File: config.mk
export PLATFORM = sky130hd
export DESIGN_NAME = uart_regfile
export DESIGN_NICKNAME = d
export VERILOG_FILES = /design/src/rtl/uart_regfile.sv
export SDC_FILE = /design/constraint.sdc
export NUM_CORES = 1
export LEC_CHECK = 0
export BUFFER_PORTS_ARGS = -buffer_cell sky130_fd_sc_hd__buf_2
export CORE_ASPECT_RATIO = 0.9
export CORE_MARGIN = 1
export CORE_UTILIZATION = 35
export CTS_CLUSTER_SIZE = 8
export DETAILED_ROUTE_END_ITERATION = 6
export GPL_TIMING_DRIVEN = 0
export PLACE_DENSITY = 0.48
export SYNTH_ARGS = -nofsm -noshare
export SYNTH_HDL_FRONTEND = slang
export SYNTH_SLANG_ARGS = --single-unit
File: constraint.sdc
create_clock -name clk -period 7.15 [get_ports clk]
set_clock_uncertainty 0.15 [all_clocks]
set_input_delay 1.43 -clock clk [delete_from_list [all_inputs] [get_ports clk]]
set_output_delay 1.43 -clock clk [all_outputs]
set_load 0.1 [all_outputs]
File: src/rtl/uart_regfile.sv
`timescale 1ns/1ps
module uart_regfile #(
  parameter int ADDR_W     = 12,
  parameter int FIFO_DEPTH = 16,
  parameter int RX_TRIG    = 1
) (
  input  logic              clk,
  input  logic              rst_n,
  input  logic              bus_en,
  input  logic              bus_we,
  input  logic [ADDR_W-1:0] bus_addr,
  input  logic [31:0]       bus_wdata,
  output logic [31:0]       bus_rdata,
  input  logic              rx_valid,
  input  logic [7:0]        rx_byte,
  output logic              tx_valid,
  output logic [7:0]        tx_byte,
  output logic              irq,
  output logic              bus_err
);
  localparam int PTR_W = $clog2(FIFO_DEPTH);
  localparam int CNT_W = PTR_W + 1;
  localparam int WRD_W = ADDR_W - 2;
  localparam logic [WRD_W-1:0] W_DATA = 0, W_RSR = 1, W_FLAG = 6, W_ILPR = 8,
    W_IBRD = 9, W_FBRD = 10, W_LCR = 11, W_CR = 12, W_IFLS = 13, W_IMSC = 14,
    W_RIS = 15, W_MIS = 16, W_ICR = 17, W_DMACR = 18, W_ID = 10'h3F8;
  localparam logic [CNT_W-1:0] DEPTH_C = CNT_W'(FIFO_DEPTH);
  localparam logic [CNT_W-1:0] TRIG_C  = CNT_W'(RX_TRIG);

  logic [WRD_W-1:0] word;
  logic             wr, rd, pop_req, do_pop, flush, push_ok, wr_known, in_id;
  logic [CNT_W-1:0] count, cnt_after_pop, cnt_next;
  logic [PTR_W-1:0] rd_ptr, wr_ptr;
  logic [7:0]       mem [FIFO_DEPTH];
  logic [31:0]      ilpr, ibrd, fbrd, lcr, cr, ifls, imsc, dmacr;
  logic [1:0]       ris;
  logic             flag_full, flag_empty;
  logic             unused_bits;

  assign unused_bits   = ^bus_addr[1:0];
  assign word          = bus_addr[ADDR_W-1:2];
  assign wr            = bus_en & bus_we;
  assign rd            = bus_en & ~bus_we;
  assign pop_req       = rd && (word == W_DATA);
  assign do_pop        = pop_req && (count != '0);
  assign flush         = wr && (word == W_LCR) && (bus_wdata[4] != lcr[4]);
  assign cnt_after_pop = count - CNT_W'(do_pop);
  assign push_ok       = rx_valid && !flush && (cnt_after_pop < DEPTH_C);
  assign cnt_next      = cnt_after_pop + CNT_W'(push_ok);
  assign in_id         = (word >= W_ID) && (word < W_ID + 8);
  assign wr_known      = word inside {W_DATA, W_RSR, W_FLAG, W_ILPR, W_IBRD, W_FBRD,
                                      W_LCR, W_CR, W_IFLS, W_IMSC, W_ICR, W_DMACR};
  assign irq           = |(ris & imsc[5:4]);

  always_ff @(posedge clk)
    if (push_ok) mem[wr_ptr] <= rx_byte;

  always_ff @(posedge clk) begin
    if (!rst_n) begin
      count <= '0; rd_ptr <= '0; wr_ptr <= '0;
      flag_full <= 1'b0; flag_empty <= 1'b1;
    end else if (flush) begin
      count <= '0; rd_ptr <= '0; wr_ptr <= '0;
      flag_full <= 1'b0; flag_empty <= 1'b1;
    end else begin
      count <= cnt_next;
      if (do_pop)  rd_ptr <= rd_ptr + 1'b1;
      if (push_ok) wr_ptr <= wr_ptr + 1'b1;
      if (push_ok && (!lcr[4] || cnt_next == DEPTH_C)) flag_full <= 1'b1;
      else if (pop_req)                                flag_full <= 1'b0;
      if (push_ok)                                     flag_empty <= 1'b0;
      else if (pop_req && cnt_after_pop == '0)         flag_empty <= 1'b1;
    end
  end

  always_ff @(posedge clk) begin
    if (!rst_n) begin
      ris <= '0;
    end else begin
      if (wr && word == W_DATA)                     ris[1] <= 1'b1;
      else if (wr && word == W_ICR && bus_wdata[5]) ris[1] <= 1'b0;
      if (push_ok && cnt_next >= TRIG_C)            ris[0] <= 1'b1;
      else if (wr && word == W_ICR && bus_wdata[4]) ris[0] <= 1'b0;
      else if (pop_req && cnt_after_pop == TRIG_C - 1'b1) ris[0] <= 1'b0;
    end
  end

  always_ff @(posedge clk) begin
    if (!rst_n) begin
      ilpr <= '0; ibrd <= '0; fbrd <= '0; lcr <= '0;
      cr <= 32'h300; ifls <= 32'h12; imsc <= '0; dmacr <= '0;
    end else if (wr) begin
      case (word)
        W_ILPR:  ilpr  <= bus_wdata;
        W_IBRD:  ibrd  <= bus_wdata;
        W_FBRD:  fbrd  <= bus_wdata;
        W_LCR:   lcr   <= bus_wdata;
        W_CR:    cr    <= bus_wdata;
        W_IFLS:  ifls  <= bus_wdata;
        W_IMSC:  imsc  <= bus_wdata;
        W_DMACR: dmacr <= bus_wdata;
        default: ;
      endcase
    end
  end

  always_ff @(posedge clk) begin
    if (!rst_n) begin
      tx_valid <= 1'b0; tx_byte <= '0; bus_err <= 1'b0;
    end else begin
      tx_valid <= wr && (word == W_DATA);
      if (wr && word == W_DATA) tx_byte <= bus_wdata[7:0];
      bus_err <= wr && !wr_known;
    end
  end

  always_comb begin
    bus_rdata = '0;
    if (in_id) begin
      case (word[2:0])
        3'd0: bus_rdata = 32'h11;
        3'd1: bus_rdata = 32'h10;
        3'd2: bus_rdata = 32'h14;
        3'd3: bus_rdata = 32'h00;
        3'd4: bus_rdata = 32'h0D;
        3'd5: bus_rdata = 32'hF0;
        3'd6: bus_rdata = 32'h05;
        default: bus_rdata = 32'hB1;
      endcase
    end else begin
      case (word)
        W_DATA:  bus_rdata = (count != '0) ? {24'h0, mem[rd_ptr]} : 32'h0;
        W_FLAG:  bus_rdata = {24'h0, 1'b1, flag_full, 1'b0, flag_empty, 4'h0};
        W_ILPR:  bus_rdata = ilpr;
        W_IBRD:  bus_rdata = ibrd;
        W_FBRD:  bus_rdata = fbrd;
        W_LCR:   bus_rdata = lcr;
        W_CR:    bus_rdata = cr;
        W_IFLS:  bus_rdata = ifls;
        W_IMSC:  bus_rdata = imsc;
        W_RIS:   bus_rdata = {26'h0, ris, 4'h0};
        W_MIS:   bus_rdata = {26'h0, ris & imsc[5:4], 4'h0};
        W_DMACR: bus_rdata = dmacr;
        default: bus_rdata = '0;
      endcase
    end
  end
endmodule

==> metrics.md, run 1 <==
| Metric | Value |
|---|---|
| Clock Sinks | 415 |
| Max-cap violations | 0 |
| Post-synthesis cell type count | 63 |
| Headroom to the max-slew limit | 0.160 |
| RSZ-0062 raised after global routing | false |
| Most frequent cells in the layout | 554 x nand2_1, 288 x a21oi_1, 287 x dfxtp_1 |
| Routed len/inst | around 24 um |
| R2R setup slack | 2.63 ns |
| Area Overhead vs Synth | 15.7% |
| Area post-placement | about 19000 sq um |
| Top post-synthesis cells by area | dfxtp_1 33%, edfxtp_1 22%, nand2_1 12% |
| PostCTS Resize Cnt | 0 |
| CP Launch Type | input port |
| Vias | 14500 |
| Buf/Inv on CP | 5 |
| Share of cells above drive strength 1 | 0.128 |
| Ant. Diodes | 0 |
| Leakage power | 0.00675 uW |
| GP Congestion | 0.902 |
| Ys async rst share | 0 |
| Most used DFF post-synth | dfxtp_1 |
| Syn avg cell area | 9.53 sq um |
| Syn Std Cell Area | 17500 sq um |
| Tcrit/Tclk final | 0.916 |
| Via density | 5.49 |
| Crit end category | output port |
| Reg-to-Reg End | flag_full |
| Final Max Slew Viols | 0 |
| Register area share after synthesis | 0.549 |
| Finished Layout Cells | 2646 |
| Final Cell Area | 20200 sq um |
| Drt first pass iters | 6 |
| Hold path depth | 2 |
| WP data required | around 5.6 ns |
| CP max FO | 10 |
| Kind of critical path | input port to output port |
| Die height | 214 um |
| Largest net degree at the start of global routing | 17 |
| Hold Crit Start | ibrd[9] |
| Std-Cell Rows | 77 |
| Root buf cell | clkbuf_16 |
| Top-area cell type share of the netlist area | 0.329 |
| Initial antenna violation count | 0 |
| Yosys warning count | 0 |
| Total gr overflow | 0 |
| Synthesized Nets | 1899 |
| WL final | 64300 um |
| HP Class | register to register |
| Die X | 237 um |
| Critical Path Most Common Cell | buf_2 |
| Setup Buffers After CTS | 0 |
| GRT Util Overall | 0.252 |
| Skew-Pair Late Insertion Delay | 0.62 ns |
| Critical Path, Cell by Cell | buf_2, clkbuf_1, or3b_2, nor4_1, buf_2, clkbuf_1, nand2_1, nand3_1, buf_2 |
| Final ANT Viol Nets | 0 |
| Hold Vio Cnt, Final | 0 |
| CP max stage delay | between 0.8 and 0.9 ns |
| Worst-Margin Slew | between 1 and 1.5 ns |
| Cts bufs inserted | 57 |
| Cts hold-fix bufs | 0 |
| Final setup TNS | 0 ns |
| Synth Register Bits | 415 |
| Final net count | 2022 |
| Cell family with most CP delay | buffers and inverters |
| Final setup violation count | 0 |
| Reg2reg path depth | 16 |
| Vias in the first global route | between 10000 and 15000 |
| Initial DRC Count | 1461 |
| Crit path time final | 6.55 ns |
| RR Startpoint | count[2] |
| Worst setup margin | about 0.60 ns |
| Synth Instances | 1833 |
| Peak VDD IR | 0.195 mV |
| Min-Delay Endpoint | ibrd[9] |
| Quantity of I/O buffers inserted on ports | 64 |
| Ports | 100 |
| Slowest cell on crit path | clkbuf_1 |
| Cell taking the most area after synthesis | dfxtp_1 |
| Post-synth EDFFs | about 130 |
| Run status | finished, final reports clean |
| DRC violations left | 0 |
| Place WS | 0.568 ns |
| First-pass GRT wire length | 93500 um |
| Arr. time, crit path | 4.97 ns |
| CTS tree | yes |
| H-tree level count | 2 |
| Maximum achievable frequency | 153 MHz |
| Die area | 50800 sq um |
| Initial core utilization | 0.355 |
| Most common cell after layout, fill and taps aside | nand2_1 |
| Core area | 49200 sq um |
| Hpwl dp | around 43000 um |
| DP Cell Count | 2568 |
| Clk slew on worst S/H paths | 0.05 ns |
| Clk buf depth | 3 |
| Power Density | about 250 nW/um^2 |
-- metal layers --
metal,share of wire,routed length (um),track usage,vias up
met4,0.023,1470,0.0720,0
met3,0.083,5350,0.0515,95
met2,0.44,28200,0.378,647
li1,-,-,-,6581
met5,0,0,0,-
met1,0.46,29300,0.365,7197
-- cell type report --
| type | count | area, sq um |
|---|---|---|
| Clock inverter | 3 | 60.1 |
| Inverter | 16 | 60.1 |
| Multi-Input combinational cell | 1236 | 7060 |
| Fill cell | 4830 | 29000 |
| Clock buffer | 75 | 1490 |
| Timing Repair Buffer | 64 | 320 |
| Tap cell | 671 | 840 |
| Sequential cell | 415 | 9590 |
| Buffer | 166 | 773 |
-- per-stage QoR --
step	util	hold slack [ns]	power [uW]
global route	0.410	0.311	5270
floorplan	-	0.278	2600
CTS	0.410	0.299	5150
detailed placement	0.379	0.292	2690
global placement	0.378	0.285	2690
finish	0.410	0.299	5120
-- cells by family after synthesis --
group,synth area share
XOR/XNOR,0.00702
adder cells (fa/ha/maj),0.00645
multiplexers,0.0867
AO/OA/AOI/OAI,0.130
buffers and inverters,0.0477
AND/OR/NAND/NOR,0.173
flip-flops,0.549
-- cell usage after synthesis (3+ instances only) --
library cell and n:
a21oi_1 288, xnor2_1 7, nand2b_1 7, a221oi_1 4, a31oi_1 3, nand3_1 36, or3_1 3, inv_1 16
edfxtp_1 128, clkbuf_1 97, nand2_1 554, ha_1 9, nor4_1 4, a222oi_1 19, dfxtp_1 287, and2_1 4
nor3_4 3, o211ai_1 9, buf_4 26, a22oi_1 24, buf_1 11, nor3_1 12, nor2_1 61, o32ai_1 3
and3_1 8, mux2_2 5, mux2i_1 58, nand4_1 8, nor3b_1 3, buf_2 30, a211oi_1 3, nor2b_1 4
xor2_1 7, o22ai_2 9, o21ai_0 5, mux4_2 39, or4_1 3
-- tightest hold or removal path: cells and delay by family (launching register included) --
| family | cells | cell delay, ns |
|---|---|---|
| and+or+nand+nor | 1 | 0.05 |
| AOI/OAI and AO/OA | 1 | 0.05 |
| DFF | 1 | 0.30 |
-- report_power, final --
part / switching, uW / internal (uW)
registers: 7.00 / 2440
logic: 154 / 49.3
clock network: 1030 / 1440
-- sequential cells by signal (all words and copies together), names as in the netlist, named ones only --
signal / flops
ifls: 32
flag_full: 1
mem: 128
dmacr: 32
bus_err: 1
flag_empty: 1
wr_ptr: 4
rd_ptr: 4
ibrd: 32
ris: 2
fbrd: 32
tx_byte: 8
lcr: 32
tx_valid: 1
imsc: 32
cr: 32
ilpr: 32
count: 5
-- how the worst max path moves through the flow --
stage / depth (start not counted) / start / end / slack, ns
floorplan: 6 / bus_addr[10] / bus_rdata[4] / 1.15
global placement: 13 / bus_addr[4] / mem[2][5] / 0.13
detailed placement: 13 / bus_addr[4] / mem[12][3] / 0.57
CTS: 9 / bus_addr[4] / bus_rdata[31] / 0.63
global route: 9 / bus_addr[4] / bus_rdata[31] / 0.55
finish: 9 / bus_addr[4] / bus_rdata[31] / 0.60
Note: power is estimated with default switching activity, not from simulation.
==> inputs of run 2 (changes only) <==
Settings changed: RECOVER_POWER from default to 100.
==> run 2 against run 1 <==
The flow now finishes with violations (DRC, capacitance limit, slew limit); critical path depth up 1; sequential power about the same; maximum frequency down 4.2%; clock power about the same; wire length about the same; sequential share of layout area up 0.18 points; hold slack about the same; flip-flop and latch count unchanged; final area down 0.37%; worst setup slack worse by 0.29 ns; register-to-register slack worse by 0.29 ns; largest power group unchanged.
==> metrics.md, run 2 (synthesis results as in run 1) <==
| Metric | Value |
|---|---|
| Run status | finished with violations |
| Violated checks | DRC, capacitance limit, slew limit |
| Initial DRC Count | 1508 (+3.2%) |
| Initial antenna violation count | 0 (unchanged) |
| WL final | 64200 um (about the same) |
| Power Density | 255 nW/um^2 (+0.37%) |
| HP Class | register to register |
| Final setup TNS | 0 ns (unchanged) |
| Routed len/inst | 24.3 um (about the same) |
| Vias | 14500 (-0.30%) |
| Area Overhead vs Synth | 15.2% |
| Peak VDD IR | 0.196 mV (+0.49%) |
| DRC violations left | 1 (+1) |
| Reg2reg path depth | 11 (-5) |
| Layout fillers | 4847 (+0.35%) |
| Area of the multi-input gates | 7030 sq um (-0.53%) |
| Std-Cell Rows | 77 (unchanged) |
| Drt first pass iters | 7 (+1) |
| WP data required | 5.57 ns (about the same) |
| Slowest cell on crit path | nand3_1 |
| Largest net degree at the start of global routing | 17 (unchanged) |
| H-tree level count | 2 (unchanged) |
| Initial core utilization | 0.355 (unchanged) |
| Die area | 50800 sq um (unchanged) |
| Hold Vio Cnt, Final | 0 (unchanged) |
| Clock Sinks | 415 (unchanged) |
| Ports | 100 (unchanged) |
| Root buf cell | clkbuf_16 |
| Total gr overflow | 0 (unchanged) |
| Power Total | 5120 uW (about the same) |
| Setup Buffers After CTS | 0 (unchanged) |
| Cts bufs inserted | 57 (unchanged) |
| Hold path depth | 2 (unchanged) |
| Headroom to the max-slew limit | -0.0186 (-0.178) |
| Largest register FFs | 128 (unchanged) |
| Kind of critical path | input port to output port |
| Vias in the first global route | 13700 (unchanged) |
| Die height | 214 um (unchanged) |
| Critical Path, Cell by Cell | buf_2, or4_1, buf_2, nor3_4, nand3_1, clkbuf_1, o22ai_1, a21oi_1, o211ai_1, clkbuf_2 |
| Clk slew on worst S/H paths | 0.05 ns (about the same) |
| Quantity of I/O buffers inserted on ports | 64 (unchanged) |
| PostCTS Resize Cnt | 0 (unchanged) |
| Core area | 49200 sq um (unchanged) |
| Via density | 5.47 (-0.30%) |
| Leakage power | 0.00659 uW (-2.5%) |
| Maximum achievable frequency | 146 MHz (-4.2%) |
| First-pass GRT wire length | 93500 um (unchanged) |
| GRT Util Overall | 0.252 (unchanged) |
| Most common cell after layout, fill and taps aside | nand2_1 |
| Final ANT Viol Nets | 0 (unchanged) |
| CTS tree | yes |
| Skew-Pair Late Insertion Delay | 0.62 ns (about the same) |
| Crit end category | output port |
| CP Launch Type | input port |
| Most flops, register | mem |
| Register area | 9590 sq um (unchanged) |
| CP max FO | 10 (unchanged) |
| GP Congestion | 0.902 (unchanged) |
| Die X | 237 um (unchanged) |
| Arr. time, crit path | 5.26 ns (+0.29 ns) |
| Most frequent cells in the layout | 554 x nand2_1, 288 x a21oi_1, 287 x dfxtp_1 |
| Critical Path Most Common Cell | buf_2 |
| Clk buf depth | 3 (unchanged) |
| Share of cells above drive strength 1 | 0.109 (-0.0182) |
| Worst-Margin Slew | 1.52 ns (+0.256 ns) |
| Max-cap violations | 2 (+2) |
| Final Max Slew Viols | 9 (+9) |
| RSZ-0062 raised after global routing | false |
| Crit path time final | 6.84 ns (+0.288 ns) |
| Final setup violation count | 0 (unchanged) |
| Ant. Diodes | 0 (unchanged) |
| Final net count | 2022 (unchanged) |
| Hpwl dp | 43100 um (unchanged) |
| Cts hold-fix bufs | 0 (unchanged) |
| CP max stage delay | 0.87 ns (about the same) |
| Tcrit/Tclk final | 0.956 (+0.0402) |
[run 2: changes by cell type in the layout (fill, tap and decap cells not counted), sizes merged]
cell	change
buf	-57
clkbuf	+57
[run 2: worst paths after layout]
check / startpoint / endpoint / slack, ns
worst max-delay path: bus_addr[10] / bus_rdata[2] / 0.31
worst max register to register: count[2] / mem[2][0] / 2.34
worst min-delay path: fbrd[21] / fbrd[21] / 0.30
worst min register to register: fbrd[21] / fbrd[21] / 0.30
[run 2: routing by layer]
metal / part of all wire / track usage / vias to the layer above / wire length [um]
met3: 0.083 / 0.0515 / 93 / 5320
met4: 0.023 / 0.0720 / 0 / 1450
met1: 0.46 / 0.365 / 7192 / 29400
met2: 0.44 / 0.378 / 617 / 28000
li1: - / - / 6575 / -
met5: 0 / 0 / - / 0
[run 2: power by group]
part	internal [uW]	total [uW]	switching [uW]	leakage (uW)
clock	1440	2470	1030	0.000753
sequential	2440	2450	6.91	0.00347
combinational	48.0	201	153	0.00237
total	3930	5120	1190	0.00659
[run 2: cell type report]
cell class	count	share of cell area
Clock buffer	75	0.0742
Clock inverter	3	0.00298
Multi-Input combinational cell	1236	0.349
Tap cell	671	0.0417
Sequential cell	415	0.476
Buffer	166	0.0379
Inverter	16	0.00298
Timing Repair Buffer	64	0.0146
[run 2: critical path: cells and delay by family]
family | cells | cell delay [ns]
buf+inv | 4 | 1.52
simple gates | 3 | 1.68
compound gates | 3 | 0.61
[run 2: metrics by stage]
stage	cells	utilization	area (sq um)	hold WS, ns	setup slack (ns)
after global routing	2646	0.409	20100	0.311	0.275
after CTS	2646	0.410	20200	0.299	0.626
after global placement	2568	0.378	18600	0.285	0.132
final	2646	0.409	20100	0.298	0.313
after detailed placement	2568	0.379	18600	0.292	0.568
after floorplan	1833	-	17500	0.278	1.15
